===== src/rtl/vsum_pkg.sv =====
package vsum_pkg;

    localparam int INSN_W    = 32;
    localparam int RIDX_W    = 5;
    localparam int PRIM_W    = 6;
    localparam int EXT_W     = 11;

    localparam logic [PRIM_W-1:0] PRIM_OP = 6'd4;
    localparam logic [EXT_W-1:0]  EXT_OP  = 11'h788;

    typedef struct packed {
        logic              hit;
        logic [RIDX_W-1:0] dst;
    } dec_t;

    typedef enum logic [1:0] {
        ISS_NONE = 2'd0,
        ISS_RUN  = 2'd1,
        ISS_TRAP = 2'd2
    } issue_e;

    function automatic issue_e classify(input logic valid, input logic hit,
                                        input logic enable);
        if (!(valid && hit))
            return ISS_NONE;
        return enable ? ISS_RUN : ISS_TRAP;
    endfunction

endpackage


===== src/rtl/vsum_decode.sv =====
module vsum_decode
    import vsum_pkg::*;
(
    input  logic [INSN_W-1:0] instr,
    output dec_t              dec
);
    logic [PRIM_W-1:0] prim;
    logic [EXT_W-1:0]  ext;
    logic              unused_fields;

    assign prim          = instr[INSN_W-1 -: PRIM_W];
    assign ext           = instr[EXT_W-1:0];
    assign unused_fields = ^instr[EXT_W+2*RIDX_W-1:EXT_W];

    always_comb begin
        dec.hit = (prim == PRIM_OP) && (ext == EXT_OP);
        dec.dst = instr[INSN_W-PRIM_W-1 -: RIDX_W];
    end
endmodule


===== src/rtl/vsum_reduce.sv =====
module vsum_reduce #(
    parameter int LANES  = 4,
    parameter int LANE_W = 32,
    parameter int SUM_W  = LANE_W + $clog2(LANES + 1)
) (
    input  logic [LANES*LANE_W-1:0] vec,
    input  logic [LANE_W-1:0]       acc,
    output logic signed [SUM_W-1:0] total
);
    logic signed [SUM_W-1:0] ext [LANES];

    for (genvar g = 0; g < LANES; g++) begin : g_lane
        assign ext[g] = SUM_W'($signed(vec[g*LANE_W +: LANE_W]));
    end

    always_comb begin
        total = SUM_W'($signed(acc));
        for (int i = 0; i < LANES; i++)
            total = total + ext[i];
    end
endmodule


===== src/rtl/vsum_clamp.sv =====
module vsum_clamp #(
    parameter int LANE_W = 32,
    parameter int SUM_W  = 35
) (
    input  logic signed [SUM_W-1:0] total,
    output logic [LANE_W-1:0]       word,
    output logic                    sat
);
    localparam int PAD = SUM_W - LANE_W + 1;
    localparam logic signed [SUM_W-1:0] HI = {{PAD{1'b0}}, {(LANE_W-1){1'b1}}};
    localparam logic signed [SUM_W-1:0] LO = {{PAD{1'b1}}, {(LANE_W-1){1'b0}}};

    always_comb begin
        if (total > HI) begin
            word = {1'b0, {(LANE_W-1){1'b1}}};
            sat  = 1'b1;
        end else if (total < LO) begin
            word = {1'b1, {(LANE_W-1){1'b0}}};
            sat  = 1'b1;
        end else begin
            word = total[LANE_W-1:0];
            sat  = 1'b0;
        end
    end
endmodule


===== src/rtl/vsum_sat_unit.sv =====
module vsum_sat_unit
    import vsum_pkg::*;
#(
    parameter int LANES  = 4,
    parameter int LANE_W = 32
) (
    input  logic                    clk,
    input  logic                    rst,
    input  logic                    in_valid,
    input  logic [INSN_W-1:0]       instr,
    input  logic [LANES*LANE_W-1:0] opnd_a,
    input  logic [LANES*LANE_W-1:0] opnd_b,
    input  logic                    vec_en,
    input  logic                    sat_clr,
    output logic                    out_valid,
    output logic                    out_wr_en,
    output logic [RIDX_W-1:0]       out_dst,
    output logic [LANES*LANE_W-1:0] out_result,
    output logic                    out_fault,
    output logic                    sat_flag
);
    localparam int VEC_W = LANES * LANE_W;
    localparam int SUM_W = LANE_W + $clog2(LANES + 1);

    dec_t                    dec;
    issue_e                  kind;
    logic signed [SUM_W-1:0] total;
    logic [LANE_W-1:0]       clamped;
    logic                    clamp_hit;
    logic                    unused_acc_hi;

    assign unused_acc_hi = ^opnd_b[VEC_W-1:LANE_W];

    vsum_decode u_dec (
        .instr (instr),
        .dec   (dec)
    );

    vsum_reduce #(.LANES(LANES), .LANE_W(LANE_W), .SUM_W(SUM_W)) u_red (
        .vec   (opnd_a),
        .acc   (opnd_b[LANE_W-1:0]),
        .total (total)
    );

    vsum_clamp #(.LANE_W(LANE_W), .SUM_W(SUM_W)) u_clamp (
        .total (total),
        .word  (clamped),
        .sat   (clamp_hit)
    );

    assign kind = classify(in_valid, dec.hit, vec_en);

    always_ff @(posedge clk) begin
        if (rst) begin
            out_valid  <= 1'b0;
            out_wr_en  <= 1'b0;
            out_fault  <= 1'b0;
            out_dst    <= '0;
            out_result <= '0;
            sat_flag   <= 1'b0;
        end else begin
            out_valid  <= (kind != ISS_NONE);
            out_wr_en  <= (kind == ISS_RUN);
            out_fault  <= (kind == ISS_TRAP);
            out_dst    <= (kind != ISS_NONE) ? dec.dst : '0;
            out_result <= (kind == ISS_RUN) ? {{(VEC_W-LANE_W){1'b0}}, clamped} : '0;
            sat_flag   <= (sat_flag && !sat_clr) || (kind == ISS_RUN && clamp_hit);
        end
    end
endmodule


===== config.mk =====
export PLATFORM = sky130hd
export DESIGN_NAME = vsum_sat_unit
export DESIGN_NICKNAME = d
export VERILOG_FILES = /design/src/rtl/vsum_pkg.sv /design/src/rtl/vsum_decode.sv /design/src/rtl/vsum_reduce.sv /design/src/rtl/vsum_clamp.sv /design/src/rtl/vsum_sat_unit.sv
export SDC_FILE = /design/constraint.sdc
export NUM_CORES = 1
export LEC_CHECK = 0
export ABC_AREA = 0
export CORE_AREA = 4 4 165 167
export CTS_BUF_LIST = sky130_fd_sc_hd__clkbuf_8
export DETAILED_ROUTE_END_ITERATION = 10
export DIE_AREA = 0 0 169 171
export PLACE_DENSITY = 0.76
export RECOVER_POWER = 50
export SLEW_MARGIN = 10
export SYNTH_ARGS = -nofsm -noshare
export SYNTH_HDL_FRONTEND = slang
export SYNTH_HIERARCHICAL = 1
export SYNTH_SLANG_ARGS = --single-unit

===== constraint.sdc =====
create_clock -name clk -period 9.96 [get_ports clk]
set_input_delay 1.992 -clock clk [delete_from_list [all_inputs] [get_ports clk]]
set_output_delay 1.992 -clock clk [all_outputs]
set_load 0.005 [all_outputs]

== Word-level counts from Yosys, hierarchy flattened ==
Index checks and enable logic that the tools add are counted.

* Muxes and demuxes: 6
* $lt $le $gt $ge: 2
* Bitwise logic cells: 2
* Equal/unequal tests: 4
* Reduce and logical (&&, ||, !) cells: 10
* $add $sub $neg: 4

{| class="wikitable"
|+ Operator list
! cell !! number
|-
| adder 35 x 32 -> 35 bit || 2
|-
| > comparator 35 x 32 -> 1 bit (second input constant) || 1
|-
| < comparator 35 x 32 -> 1 bit (second input constant) || 1
|-
| adder 33 x 32 -> 34 bit || 1
|-
| adder 32 x 32 -> 33 bit || 1
|-
| two-way mux 32 bit || 1
|-
| two-way mux 31 bit || 1
|-
| equality test 11 bit (second input constant) || 1
|-
| equality test 6 x 3 -> 1 bit (second input constant) || 1
|-
| logical AND 1 bit || 4
|-
| two-way mux 2 bit || 2
|-
| OR reduction 2 bit || 2
|-
| OR reduction 3 bit || 1
|-
| equality test 2 x 1 -> 1 bit (second input constant) || 1
|-
| equality test 2 bit (second input constant) || 1
|-
| two-way mux 1 bit || 2
|-
| inverter 1 bit || 2
|-
| nonzero test 2 bit || 1
|-
| zero test 1 bit || 1
|-
| logical OR 1 bit || 1
|}

* Word-level logic and storage cells: 36
* Register bits after elaboration: 137
* Input port bits: 293

== Depth between registers and ports, before layout ==
Gate-level depths: netlist of run 1.

* Word-level depth: 9
* Mapped depth: 21
* Gate-level depth less buffers: 18

== Modules after synthesis ==
The synthesis of run 1 kept the hierarchy.

{| class="wikitable"
|+ By module, submodules not included
! module !! cells each !! area an instance (sq um) !! sequential area each (sq um) !! times used
|-
| vsum_reduce || 693 || 5158.7 || 0.0 || 1
|-
| vsum_sat_unit || 185 || 1949.4 || 820.8 || 1
|-
| vsum_clamp || 119 || 830.8 || 0.0 || 1
|-
| vsum_decode || 12 || 92.6 || 0.0 || 1
|}

== Least setup slack after synthesis of run 1 ==
OpenSTA, ideal clock, no wires.

* Kind: input to register
* Start point: in opnd_a[11]
* End point: reg out_result[21]
* Data required time: 9844 ps
* Cell stages on the path: 20
* Path buffers: 2
* Setup slack: 3745 ps
* Arrival time: 6099 ps
* Path through: inv_1 -> fa_1 -> inv_1 -> fa_1 -> inv_1 -> fa_1 -> inv_1 -> ha_1 -> buf_2 -> a21oi_2 -> o211ai_1 -> a211oi_1 -> a21bo_2 -> a21oi_2 -> o221ai_1 -> xnor2_1 -> a21boi_4 -> buf_6 -> nor3_1 -> and2_2

* Word-level cells in the longest chain between the ends: 7

{| class="wikitable"
|+ RTL lines
! what !! RTL line !! source
|-
| start, declared || vsum_sat_unit.sv:11 || <nowiki>input logic [LANES*LANE_W-1:0] opnd_a,</nowiki>
|-
| adder 32 x 32 -> 33 bit (*) || vsum_reduce.sv:19 || <nowiki>total = total + ext[i];</nowiki>
|-
| adder 33 x 32 -> 34 bit (*) || vsum_reduce.sv:19 ||
|-
| adder 35 x 32 -> 35 bit (*) (2 in series) || vsum_reduce.sv:19 ||
|-
| net total[34] || vsum_sat_unit.sv:27 || <nowiki>logic signed [SUM_W-1:0] total;</nowiki>
|-
| < comparator 35 x 32 -> 1 bit || vsum_clamp.sv:17 || <nowiki>end else if (total < LO) begin</nowiki>
|-
| two-way mux 32 bit || vsum_clamp.sv:17 ||
|-
| two-way mux 31 bit (*) || vsum_clamp.sv:14 || <nowiki>if (total > HI) begin</nowiki>
|-
| net clamped[21] || vsum_sat_unit.sv:28 || <nowiki>logic [LANE_W-1:0] clamped;</nowiki>
|-
| end signal, assigned || vsum_sat_unit.sv:66 || <nowiki>out_result <= (kind == ISS_RUN) ? {{(VEC_W-LANE_W){1'b0}}, clamped} : '0;</nowiki>
|-
| end, declared || vsum_sat_unit.sv:18 || <nowiki>output logic [LANES*LANE_W-1:0] out_result,</nowiki>
|}

Mark *: on every way through the listed nets, which the timed path passes. The rest lies on a longest branch.
A chain may end at the register's enable or synchronous reset.

== Final worst setup path of run 1 ==
* Start point: in opnd_a[2]
* End point: reg out_result[29]

Same word-level chain as after synthesis.

==> results.md, run 1 <==
* Port bufs at 227
* RD Place Congestion at 0.8270
* Post-route setup TNS at 0 ns
* Mean area per synthesized cell at 7.960 um2
* Maximum capacitance violations at 0
* Worst path bufs/invs at 6
* Highest clock rate at 136.1 MHz
* Synth Instances at 1009
* Net switching power at 1.341 mW
* Num rows at 59
* Fin cells at 1538
* Startpoint types: primary input
* Worst Hold Path Cells at 1
* Fraction of the mapped netlist area in adder cells at 0.2988
* Endpoint of the worst-slack reg-to-reg timing path: sat_flag
* Primary flip-flop cell chosen by synthesis mapping: sky130_fd_sc_hd__dfxtp_1
* Worst path arrival time at 7.54 ns
* Hold crit path type: flop to flop
* Worst min-delay path startpoint: sat_flag
* Hold Slack at 0.4799 ns
* Total detailed-routing wirelength at 18.71 mm
* Xor-xnor portion of the synthesized cell area at 0.02944
* DP Wirelength at 16.42 mm
* I/O pin count at 430
* Number of buffers on the longest clock path at 2
* Count of flip-flops with a built-in enable after synthesis at 0
* Clk slew on worst S/H paths at 0.08 ns
* R2R Setup Slk at 9.33 ns
* Combinational family with the most area after synthesis: adder cells
* Fraction of the yosys area taken by sequential cells at 0.1022
* Starting utilization of the core area at 0.3117
* Final min period at 7.345 ns
* Worst-path cell chain: clkdlybuf4s50_1 > inv_1 > fa_1 > inv_1 > fa_1 > inv_1 > fa_1 > inv_1 > ha_1 > a211oi_2 > o21ai_1 > and3b_1 > a21bo_2 > a21oi_2 > o221ai_1 > xnor2_2 > buf_4 > a21boi_4 > nor3_1 > and2_4
* Number of storage elements in the synthesis netlist at 41
* Netlist area before placement at 8031 um2
* Clock Root Buffer: sky130_fd_sc_hd__clkbuf_8
* Final Hold Fails at 0
* Buffers inserted during post-CTS setup optimization at 0
* Final Setup Violations at 0
* Count of cells along the worst register-to-register path at 1
* Width of the die at 169 um
* CP max FO at 35
* Post-route ant nets at 0
* PnR Total Power at 2.451 mW
* Clock insertion delay at the later pin of the skew report at 0.29 ns
* Highest-delay cell along the critical path: sky130_fd_sc_hd__a21boi_4
* Compound-cell area share of the yosys netlist at 0.1379
* Worst Path Required at 10.16 ns
* Remaining global-route overflow at 0
* Least setup slack across all paths after layout at 2.615 ns
* Area of the die at 28900 um2
* Clock group share of total power at 0.054
* DIE HEIGHT at 171 um
* CTS sink cnt at 41
* Highest cell delay on the worst timing path at 0.75 ns
* Launching point of the worst reg2reg path: sat_flag
* Total count of max-transition violations in the final report at 0
* Pin count of the biggest net entering global routing at 65
* Number of different library cells in the post-synthesis netlist at 73
* Placed Instances at 1530
* Antenna violations before repair at 0
* Post-place setup slack at 2.285 ns
* Tot GR Track Use at 0.1213
* Type of destination of the critical path: flop
* Critical path type: primary input to flop
* Mux share of post-synthesis cell area at 0.003116
* Via count at 6537
* Area of the core at 25760 um2
* Growth of design area from synthesis to finish at 26.66%
* # resized after CTS at 0
* CP delay by family, top: adder cells
* Vias in the first global route at 6367
* RSZ-0062 raised after global routing: no
* Most used cell along the critical path: sky130_fd_sc_hd__inv_1
* Post-detailed-route via-to-cell ratio at 4.250
* Endpoint, Worst Hold: sat_flag
* VDD IR-drop max at 0.1810 mV
* Global-route wire length before repair at 29.34 mm
* Fraction of layout cells with a size suffix above 1 at 0.05736
* Synthesized-area fraction occupied by and/or/nand/nor cells at 0.1480
* First-pass detailed-route iteration total at 4
* Design area at 10170 um2
* Antenna diode count at 0
* Cell Int Power at 1.110 mW
* Dpl cell area at 10060 um2
* Power share of the combinational group at 0.879
* Starting DRT DRC Count at 223
* Count of nets after finishing at 1628
* Sequential share of power at 0.067
* Number of CTS-inserted buffers at 5
* Final standard cell utilization of the core at 0.3948
* Result of the run: finished, final reports clean
* Share of the clock period used by the worst path at 0.7375
* Warning count from the yosys run at 6
* Slew margin rel. at 0.4352
* CTS tree: yes
* Share of synthesized flip-flops with an asynchronous set or reset at 0
* Transition time at the pin with the least slew margin at 0.8451 ns
* Number of H-tree levels at 2
* Routed length per instance at 12.16 um
* Switching part of the total at 0.5471
* Power per cell area at 241.0 nW/um2
* Largest clock skew in the final design at 0 ns
* Leakage component of the power at 5.305 nW
* CTS Hold Buffers Added at 0
* Count of unresolved DRC violations after routing at 0
kinds of logic (layout without fill, tap and decap cells):
family	Yosys count	count (layout)
AOI/OAI and AO/OA	158	158
xor gates and xnor gates	27	27
adders and majority gates	133	133
buffers and inverters	447	546
DFF	41	41
muxes	2	2
other	1	96
and+or+nand+nor	200	200
synth_stat cells (4+ instances only):
cell	number	area, um2
sky130_fd_sc_hd__buf_6	14	157.7
sky130_fd_sc_hd__a21boi_0	27	202.7
sky130_fd_sc_hd__and2_2	4	30.03
sky130_fd_sc_hd__and2_1	12	75.07
sky130_fd_sc_hd__nand4_1	8	50.05
sky130_fd_sc_hd__a211oi_1	5	37.54
sky130_fd_sc_hd__nand3_1	6	30.03
sky130_fd_sc_hd__ha_1	35	437.9
sky130_fd_sc_hd__clkbuf_1	5	18.77
sky130_fd_sc_hd__inv_1	307	1152
sky130_fd_sc_hd__nor3_1	35	175.2
sky130_fd_sc_hd__nor4_1	32	200.2
sky130_fd_sc_hd__o211ai_1	4	30.03
sky130_fd_sc_hd__nand2_1	28	105.1
sky130_fd_sc_hd__a31oi_1	4	25.02
sky130_fd_sc_hd__nor2_1	24	90.09
sky130_fd_sc_hd__o21bai_1	5	37.54
sky130_fd_sc_hd__dfxtp_1	41	820.8
sky130_fd_sc_hd__buf_2	8	40.04
sky130_fd_sc_hd__o21ai_0	20	100.1
sky130_fd_sc_hd__fa_1	98	1962
sky130_fd_sc_hd__xor2_1	8	70.07
sky130_fd_sc_hd__xnor2_1	19	166.4
sky130_fd_sc_hd__nor2b_1	5	31.28
sky130_fd_sc_hd__a21oi_1	40	200.2
sky130_fd_sc_hd__and2_4	23	201.4
sky130_fd_sc_hd__buf_4	110	825.8
sky130_fd_sc_hd__a21boi_1	5	37.54
sky130_fd_sc_hd__a21o_1	18	135.1
flip-flops by register name, indices dropped and copies added (netlist names):
register / flops
out_result: 32
out_dst: 5
out_fault: 1
out_valid: 1
out_wr_en: 1
sat_flag: 1
cell usage in the layout, fill, tap and decap left out, types with 5 or more instances in the layout:
cell	count
sky130_fd_sc_hd__a21boi_0	27
sky130_fd_sc_hd__a21boi_1	5
sky130_fd_sc_hd__a21o_1	18
sky130_fd_sc_hd__a21oi_1	40
sky130_fd_sc_hd__and2_1	12
sky130_fd_sc_hd__and2_4	23
sky130_fd_sc_hd__clkbuf_8	5
sky130_fd_sc_hd__clkdlybuf4s50_1	186
sky130_fd_sc_hd__conb_1	96
sky130_fd_sc_hd__dfxtp_1	41
sky130_fd_sc_hd__dlygate4sd3_1	41
sky130_fd_sc_hd__fa_1	98
sky130_fd_sc_hd__ha_1	35
sky130_fd_sc_hd__inv_1	308
sky130_fd_sc_hd__nand2_1	28
sky130_fd_sc_hd__nand3_1	6
sky130_fd_sc_hd__nand4_1	8
sky130_fd_sc_hd__nor2_1	24
sky130_fd_sc_hd__nor2b_1	5
sky130_fd_sc_hd__nor3_1	35
sky130_fd_sc_hd__nor4_1	32
sky130_fd_sc_hd__o21ai_0	20
sky130_fd_sc_hd__o21bai_1	5
sky130_fd_sc_hd__xnor2_1	18
sky130_fd_sc_hd__xor2_1	8
how the worst max path moves through the flow:
stage / start / endpoint / slack, ns / cells after the start
2_1_floorplan: opnd_a[11] / out_result[21] / 3.74 / 20
3_3_place_gp: opnd_a[11] / out_result[22] / 2.34 / 20
3_5_place_dp: opnd_a[2] / out_result[29] / 2.29 / 20
4_1_cts: opnd_a[2] / out_result[29] / 2.59 / 20
5_1_grt: opnd_a[11] / out_result[21] / 2.30 / 20
6_report: opnd_a[2] / out_result[29] / 2.61 / 20
final cells by class:
type | instances | area [um2]
Clock inverter | 3 | 42.54
Clock buffer | 5 | 68.82
Sequential cell | 41 | 820.8
Tap cell | 335 | 419.2
Multi-Input combinational cell | 616 | 5366
Timing Repair Buffer | 231 | 2302
Inverter | 307 | 1152
Fill cell | 2620 | 15590
metal layers:
metal / global-route usage / vias to the layer above / wire (um)
li1: - / 3261 / -
met2: 0.2285 / 245 / 9374
met4: 0.02240 / 0 / 197
met5: 0 / - / 0
met1: 0.1492 / 3016 / 7769
met3: 0.01571 / 15 / 1364
power by group through the flow:
stage	clock (mW)	sequential (mW)	combinational, mW
2_1_floorplan	0	0.168	1.85
3_3_place_gp	0	0.168	2.13
3_5_place_dp	0	0.168	2.16
4_1_cts	0.137	0.164	2.17
5_1_grt	0.142	0.164	2.43
6_report	0.132	0.164	2.16
No activity file was read; power rests on OpenSTA's default activity.
==> inputs of run 2 (changes only) <==
--- a/config.mk
+++ b/config.mk
@@ -6,11 +6,11 @@
 export NUM_CORES = 1
 export LEC_CHECK = 0
 export ABC_AREA = 0
-export CORE_AREA = 4 4 165 167
+export CORE_AREA = 4 4 163 165
 export CTS_BUF_LIST = sky130_fd_sc_hd__clkbuf_8
 export DETAILED_ROUTE_END_ITERATION = 10
-export DIE_AREA = 0 0 169 171
-export PLACE_DENSITY = 0.76
+export DIE_AREA = 0 0 167 169
+export PLACE_DENSITY = 0.78
 export RECOVER_POWER = 50
 export SLEW_MARGIN = 10
 export SYNTH_ARGS = -nofsm -noshare
==> constraint.sdc (replaced) <==
create_clock -name clk -period 7.6 [get_ports clk]
set_input_delay 1.52 -clock clk [delete_from_list [all_inputs] [get_ports clk]]
set_output_delay 1.52 -clock clk [all_outputs]
set_load 0.005 [all_outputs]
==> results.md, run 2 (synthesis results as in run 1) <==
* Result of the run: finished, final reports clean
* VDD IR-drop max at 0.3164 mV (+75%)
* GR peak layer: met2
* Critical path type: primary input to flop
* Number of CTS-inserted buffers at 5 (unchanged)
* Met3 Usage GRT at 0.01985 (+0.004139)
* Hold Slack at 0.4997 ns (+0.01978 ns)
* Antenna violations before repair at 0 (unchanged)
* Fraction of layout cells with a size suffix above 1 at 0.05892 (+0.001565)
* First-pass detailed-route iteration total at 5 (+1)
* Share of the clock period used by the worst path at 0.8695
* Register name with the most flops: out_result
* Post-detailed-route via-to-cell ratio at 4.244 (-0.16%)
* Design area at 10160 um2 (-0.15%)
* Last element of the critical path: out_result[13]
* Type of destination of the critical path: flop
* Area of the core at 25040 um2 (-2.8%)
* Number of H-tree levels at 2 (unchanged)
* Final Setup Violations at 0 (unchanged)
* Starting DRT DRC Count at 197 (-12%)
* DIE HEIGHT at 169 um (-1.2%)
* Worst-path cell chain: clkdlybuf4s50_1 > inv_1 > fa_1 > inv_1 > fa_1 > inv_1 > fa_1 > inv_1 > ha_1 > nand2_1 > o21ai_2 > a211oi_1 > or3_1 > o2111ai_2 > mux2_4 > a311oi_4 > buf_4 > nor4_1 > nor3_1 > and2_4
* Total of fill cells in the finished design at 2532 (-3.4%)
* Count of unresolved DRC violations after routing at 0 (unchanged)
* Most used cell along the critical path: sky130_fd_sc_hd__inv_1
* CTS Hold Buffers Added at 0 (unchanged)
* Final min period at 6.609 ns
* Placed Instances at 1527 (-0.20%)
* Global routing usage on met2 at 0.2393 (+0.01088)
* Total detailed-routing wirelength at 19.06 mm (+1.9%)
* PnR Total Power at 3.212 mW (+31%)
* Commonest non-fill, non-tap cells in the layout: 308 x sky130_fd_sc_hd__inv_1, 186 x sky130_fd_sc_hd__clkdlybuf4s50_1, 98 x sky130_fd_sc_hd__fa_1
* Width of the die at 167 um (-1.2%)
* CTS tree: yes
* Area of the die at 28220 um2 (-2.3%)
* Count of nets after finishing at 1630 (+0.12%)
* Highest clock rate at 151.3 MHz
* Routed length per instance at 12.42 um (+2.1%)
* Worst path arrival time at 6.85 ns (-0.69 ns)
* Endpoint of the worst-slack reg-to-reg timing path: sat_flag
* Count of cells along the worst register-to-register path at 1 (unchanged)
* Num rows at 58 (-1.7%)
* Clock Root Buffer: sky130_fd_sc_hd__clkbuf_8
* Largest clock skew in the final design at 0 ns (unchanged)
* Startpoint types: primary input
* Total count of max-transition violations in the final report at 0 (unchanged)
* Antenna diode count at 0 (unchanged)
* CTS sink cnt at 41 (unchanged)
* # resized after CTS at 0 (unchanged)
* Transition time at the pin with the least slew margin at 0.6349 ns (-0.2102 ns)
* Tot GR Track Use at 0.1271 (+0.005864)
* Growth of design area from synthesis to finish at 26.47%
* Vias in the first global route at 6537 (+2.7%)
* Maximum capacitance violations at 0 (unchanged)
* Launching point of the worst reg2reg path: sat_flag
* Hold crit path type: flop to flop
* Pin count of the biggest net entering global routing at 65 (unchanged)
* Worst Path Required at 7.84 ns (-2.32 ns)
* RSZ-0062 raised after global routing: no
* Post-place setup slack at 0.6987 ns (-1.586 ns)
* Clock insertion delay at the later pin of the skew report at 0.29 ns (about the same)
* Post-route ant nets at 0 (unchanged)
* I/O pin count at 430 (unchanged)
* Highest cell delay on the worst timing path at 0.59 ns (-0.16 ns)
* CP max FO at 23 (-34%)
* Remaining global-route overflow at 0 (unchanged)
* R2R Setup Slk at 6.96 ns (-2.37 ns)
* Fin cells at 1535 (-0.20%)
* Most frequent standard cell in the layout excluding fill and tap cells: sky130_fd_sc_hd__inv_1
* Least setup slack across all paths after layout at 0.9914 ns (-1.623 ns)
* Buffers inserted during post-CTS setup optimization at 0 (unchanged)
* RD Place Congestion at 0.8488 (+2.6%)
* Number of buffers on the longest clock path at 2 (unchanged)
* Port bufs at 227 (unchanged)
* Worst Hold Path Cells at 1 (unchanged)
* Starting utilization of the core area at 0.3208 (+0.009051)
* Global-route wire length before repair at 30.15 mm (+2.8%)
* Top Registers: out_result (32), out_dst (5)
* Post-route setup TNS at 0 ns (unchanged)
* Max reg flops at 32 (unchanged)
* Via count at 6514 (-0.35%)
* DP Wirelength at 16.97 mm (+3.3%)
* Power per cell area at 316.2 nW/um2 (+31%)
* Dpl cell area at 10070 um2 (about the same)
* Leakage component of the power at 5.297 nW (-0.16%)
* Final standard cell utilization of the core at 0.4057 (+0.01086)
* Final Hold Fails at 0 (unchanged)
* Slew margin rel. at 0.5767 (+0.1415)
* Worst setup path startpoint: opnd_a[27]
* Clk slew on worst S/H paths at 0.08 ns (about the same)
* Highest-delay cell along the critical path: sky130_fd_sc_hd__a311oi_4
* Global-route track usage on met1 at 0.1540 (+0.004819)
==> run 2: cell types whose count changed in the layout (fill, tap and decap cells not counted), sizes merged <==
cell      change
clkinv        -1
bufinv        -1
buf           +2
clkinvlp      +2
==> run 2: layer usage <==
layer  wire (um)  share of wire
met4         259          0.014
met3        1215          0.064
met5           0              0
met2        9632           0.51
met1        7952           0.42
==> run 2: how the worst min path moves through the flow <==
stage | startpoint | end | slack (ns)
global route | sat_flag | sat_flag | 0.51
CTS | sat_flag | sat_flag | 0.50
floorplan | sat_flag | sat_flag | 0.47
finish | sat_flag | sat_flag | 0.50
detailed placement | sat_flag | sat_flag | 0.48
global placement | sat_flag | sat_flag | 0.47
==> run 2: cell type report <==
class / count / area, um2 / area share
inverters: 307 / 1152 / 0.1135
clock buffers: 5 / 68.82 / 0.006775
flip-flops and latches: 41 / 820.8 / 0.08081
multi-input cells: 616 / 5366 / 0.5283
clock inverters: 3 / 18.77 / 0.001848
repair buffers: 233 / 2317 / 0.2281
well taps: 330 / 412.9 / 0.04065
==> run 2: worst max-delay path: cells and delay by family <==
family,cells,cell delay (ns)
mux,1,0.33
buf+inv,6,1.05
compound gates,4,0.99
simple gates,5,0.96
fa+ha+maj,4,1.98
==> run 2: where the power goes <==
group	internal, mW	switching (mW)	leakage (nW)
clock network	0.0634	0.0756	0.0416
registers	0.215	0.000000161	0.330
logic	1.17	1.69	4.93
==> inputs of run 3 (changes only) <==
--- a/config.mk
+++ b/config.mk
@@ -6,6 +6,7 @@
 export NUM_CORES = 1
 export LEC_CHECK = 0
 export ABC_AREA = 0
+export CAP_MARGIN = 30
 export CORE_AREA = 4 4 163 165
 export CTS_BUF_LIST = sky130_fd_sc_hd__clkbuf_8
 export DETAILED_ROUTE_END_ITERATION = 10
==> results.md, run 3 (synthesis results as in run 1) <==
* Startpoint types: primary input
* Starting DRT DRC Count at 164 (-17%)
* Slew margin rel. at 0.5750 (-0.001680)
* Type of destination of the critical path: flop
* Number of buffers on the longest clock path at 2 (unchanged)
* CTS Hold Buffers Added at 0 (unchanged)
* Launching point of the worst reg2reg path: sat_flag
* Total count of max-transition violations in the final report at 0 (unchanged)
* Count of unresolved DRC violations after routing at 0 (unchanged)
* Antenna violations before repair at 0 (unchanged)
* Clock insertion delay at the later pin of the skew report at 0.29 ns (about the same)
* Area of the core at 25040 um2 (unchanged)
* Highest cell delay on the worst timing path at 0.60 ns (about the same)
* CP max FO at 23 (unchanged)
* Area of the die at 28220 um2 (unchanged)
* Maximum capacitance violations at 0 (unchanged)
* Transition time at the pin with the least slew margin at 0.6374 ns (+0.002520 ns)
* VDD IR-drop max at 0.3225 mV (+1.9%)
* Port bufs at 227 (unchanged)
* Worst setup path startpoint: opnd_a[27]
* Post-route ant nets at 0 (unchanged)
* Power per cell area at 315.0 nW/um2 (-0.37%)
* Width of the die at 167 um (unchanged)
* Final Setup Violations at 0 (unchanged)
* Num rows at 58 (unchanged)
* Fraction of layout cells with a size suffix above 1 at 0.05887 (about the same)
* Total of fill cells in the finished design at 2519 (-0.51%)
* CTS tree: yes
* Leakage component of the power at 5.305 nW (+0.15%)
* First-pass detailed-route iteration total at 4 (-1)
* Worst Path Required at 7.85 ns (about the same)
* Post-detailed-route via-to-cell ratio at 4.225 (-0.45%)
* Final Hold Fails at 0 (unchanged)
* # resized after CTS at 0 (unchanged)
* Hold crit path type: flop to flop
* Count of cells along the worst register-to-register path at 1 (unchanged)
* Dpl cell area at 10080 um2 (+0.15%)
* Clk slew on worst S/H paths at 0.08 ns (about the same)
* Growth of design area from synthesis to finish at 26.64%
* Post-route setup TNS at 0 ns (unchanged)
* Routed length per instance at 12.34 um (-0.65%)
* Largest clock skew in the final design at 0 ns (unchanged)
* Most used cell along the critical path: sky130_fd_sc_hd__inv_1
* Remaining global-route overflow at 0 (unchanged)
* Worst path arrival time at 6.86 ns (about the same)
* RD Place Congestion at 0.8488 (unchanged)
* Register name with the most flops: out_result
* Tot GR Track Use at 0.1263 (-0.0007905)
* Max reg flops at 32 (unchanged)
* Vias in the first global route at 6490 (-0.72%)
* CTS sink cnt at 41 (unchanged)
* R2R Setup Slk at 6.96 ns (about the same)
* Most frequent standard cell in the layout excluding fill and tap cells: sky130_fd_sc_hd__inv_1
* DIE HEIGHT at 169 um (unchanged)
* Number of H-tree levels at 2 (unchanged)
* Hold Slack at 0.5050 ns (+0.005323 ns)
* Highest-delay cell along the critical path: sky130_fd_sc_hd__a311oi_4
* Endpoint of the worst-slack reg-to-reg timing path: sat_flag
* Final min period at 6.606 ns (-0.002772 ns)
* Design area at 10170 um2 (+0.14%)
* Clock Root Buffer: sky130_fd_sc_hd__clkbuf_8
* Sequential cell area at 820.8 um2 (unchanged)
* Pin count of the biggest net entering global routing at 65 (unchanged)
* Count of nets after finishing at 1631 (+0.061%)
* Last element of the critical path: out_result[11]
* Global-route wire length before repair at 29.95 mm (-0.67%)
* Number of CTS-inserted buffers at 5 (unchanged)
* Commonest non-fill, non-tap cells in the layout: 308 x sky130_fd_sc_hd__inv_1, 186 x sky130_fd_sc_hd__clkdlybuf4s50_1, 98 x sky130_fd_sc_hd__fa_1
* Total detailed-routing wirelength at 18.95 mm (-0.58%)
* Buffers inserted during post-CTS setup optimization at 0 (unchanged)
* Worst-path cell chain: clkdlybuf4s50_1 > inv_1 > fa_1 > inv_1 > fa_1 > inv_1 > fa_1 > inv_1 > ha_1 > nand2_1 > o21ai_2 > a211oi_1 > or3_1 > o2111ai_2 > mux2_4 > a311oi_4 > buf_4 > nor4_1 > nor3_1 > and2_4
* I/O pin count at 430 (unchanged)
* Highest clock rate at 151.4 MHz (about the same)
* Starting utilization of the core area at 0.3208 (unchanged)
* Top Registers: out_result (32), out_dst (5)
* Via count at 6489 (-0.38%)
* Critical path type: primary input to flop
* Antenna diode count at 0 (unchanged)
* Result of the run: finished, final reports clean
* Share of the clock period used by the worst path at 0.8692 (about the same)
* DP Wirelength at 16.99 mm (+0.15%)
* Multi-input logic area at 5365 um2 (about the same)
* RSZ-0062 raised after global routing: no
-- run 3: changes by cell type in the layout (fill, tap and decap cells not counted) --
| cell | delta |
|---|---|
| sky130_fd_sc_hd__buf_8 | +1 |
| sky130_fd_sc_hd__and4b_2 | -1 |
| sky130_fd_sc_hd__and4b_1 | +1 |
-- run 3: worst min path at each step --
stage                   from       end  slack, ns  depth (start not counted)
floorplan           sat_flag  sat_flag       0.47                          1
global placement    sat_flag  sat_flag       0.47                          1
detailed placement  sat_flag  sat_flag       0.49                          1
CTS                 sat_flag  sat_flag       0.51                          1
global route        sat_flag  sat_flag       0.53                          1
finish              sat_flag  sat_flag       0.50                          1
-- run 3: cell type report --
type                    instances  share of cell area
well taps                     330             0.04060
flip-flops and latches         41             0.08070
repair buffers                234              0.2293
clock buffers                   5            0.006766
inverters                     307              0.1133
multi-input cells             616              0.5275
clock inverters                 3            0.001845
-- run 3: report_power, final --
group	internal, mW	switching (mW)	leakage [nW]
Sequential	0.215	0.000000156	0.330
Combinational	1.16	1.69	4.93
Clock	0.0633	0.0730	0.0416
Total	1.44	1.76	5.30
-- run 3: metal layers --
metal  wire [um]  global-route usage  share of wire  vias to the layer above
met5           0                   0              0                        -
met1        7766              0.1517           0.41                     2936
li1            -                   -              -                     3269
met2        9558              0.2369           0.50                      256
met3        1297             0.01962          0.068                       28
met4         325             0.02917          0.017                        0
-- run 3: metrics by stage --
| step | cells | setup slack, ns | total power, mW | utilization |
|---|---|---|---|---|
| 3_5_place_dp | 1528 | 0.7057 | 3.072 | 0.4027 |
| 3_3_place_gp | 1527 | 0.7846 | 3.000 | 0.4021 |
| 5_1_grt | 1536 | 0.7338 | 3.557 | 0.4062 |
| 2_1_floorplan | 1104 | 1.857 | 2.645 | - |
| 6_report | 1536 | 0.9942 | 3.204 | 0.4062 |
| 4_1_cts | 1536 | 1.018 | 3.224 | 0.4062 |
-- run 3: critical path, delay by kind of cell --
kind | cells | cell delay, ns
AO/OA/AOI/OAI | 4 | 0.99
adder cells (fa/ha/maj) | 4 | 1.98
AND/OR/NAND/NOR | 5 | 0.97
multiplexers | 1 | 0.33
buffers and inverters | 6 | 1.05
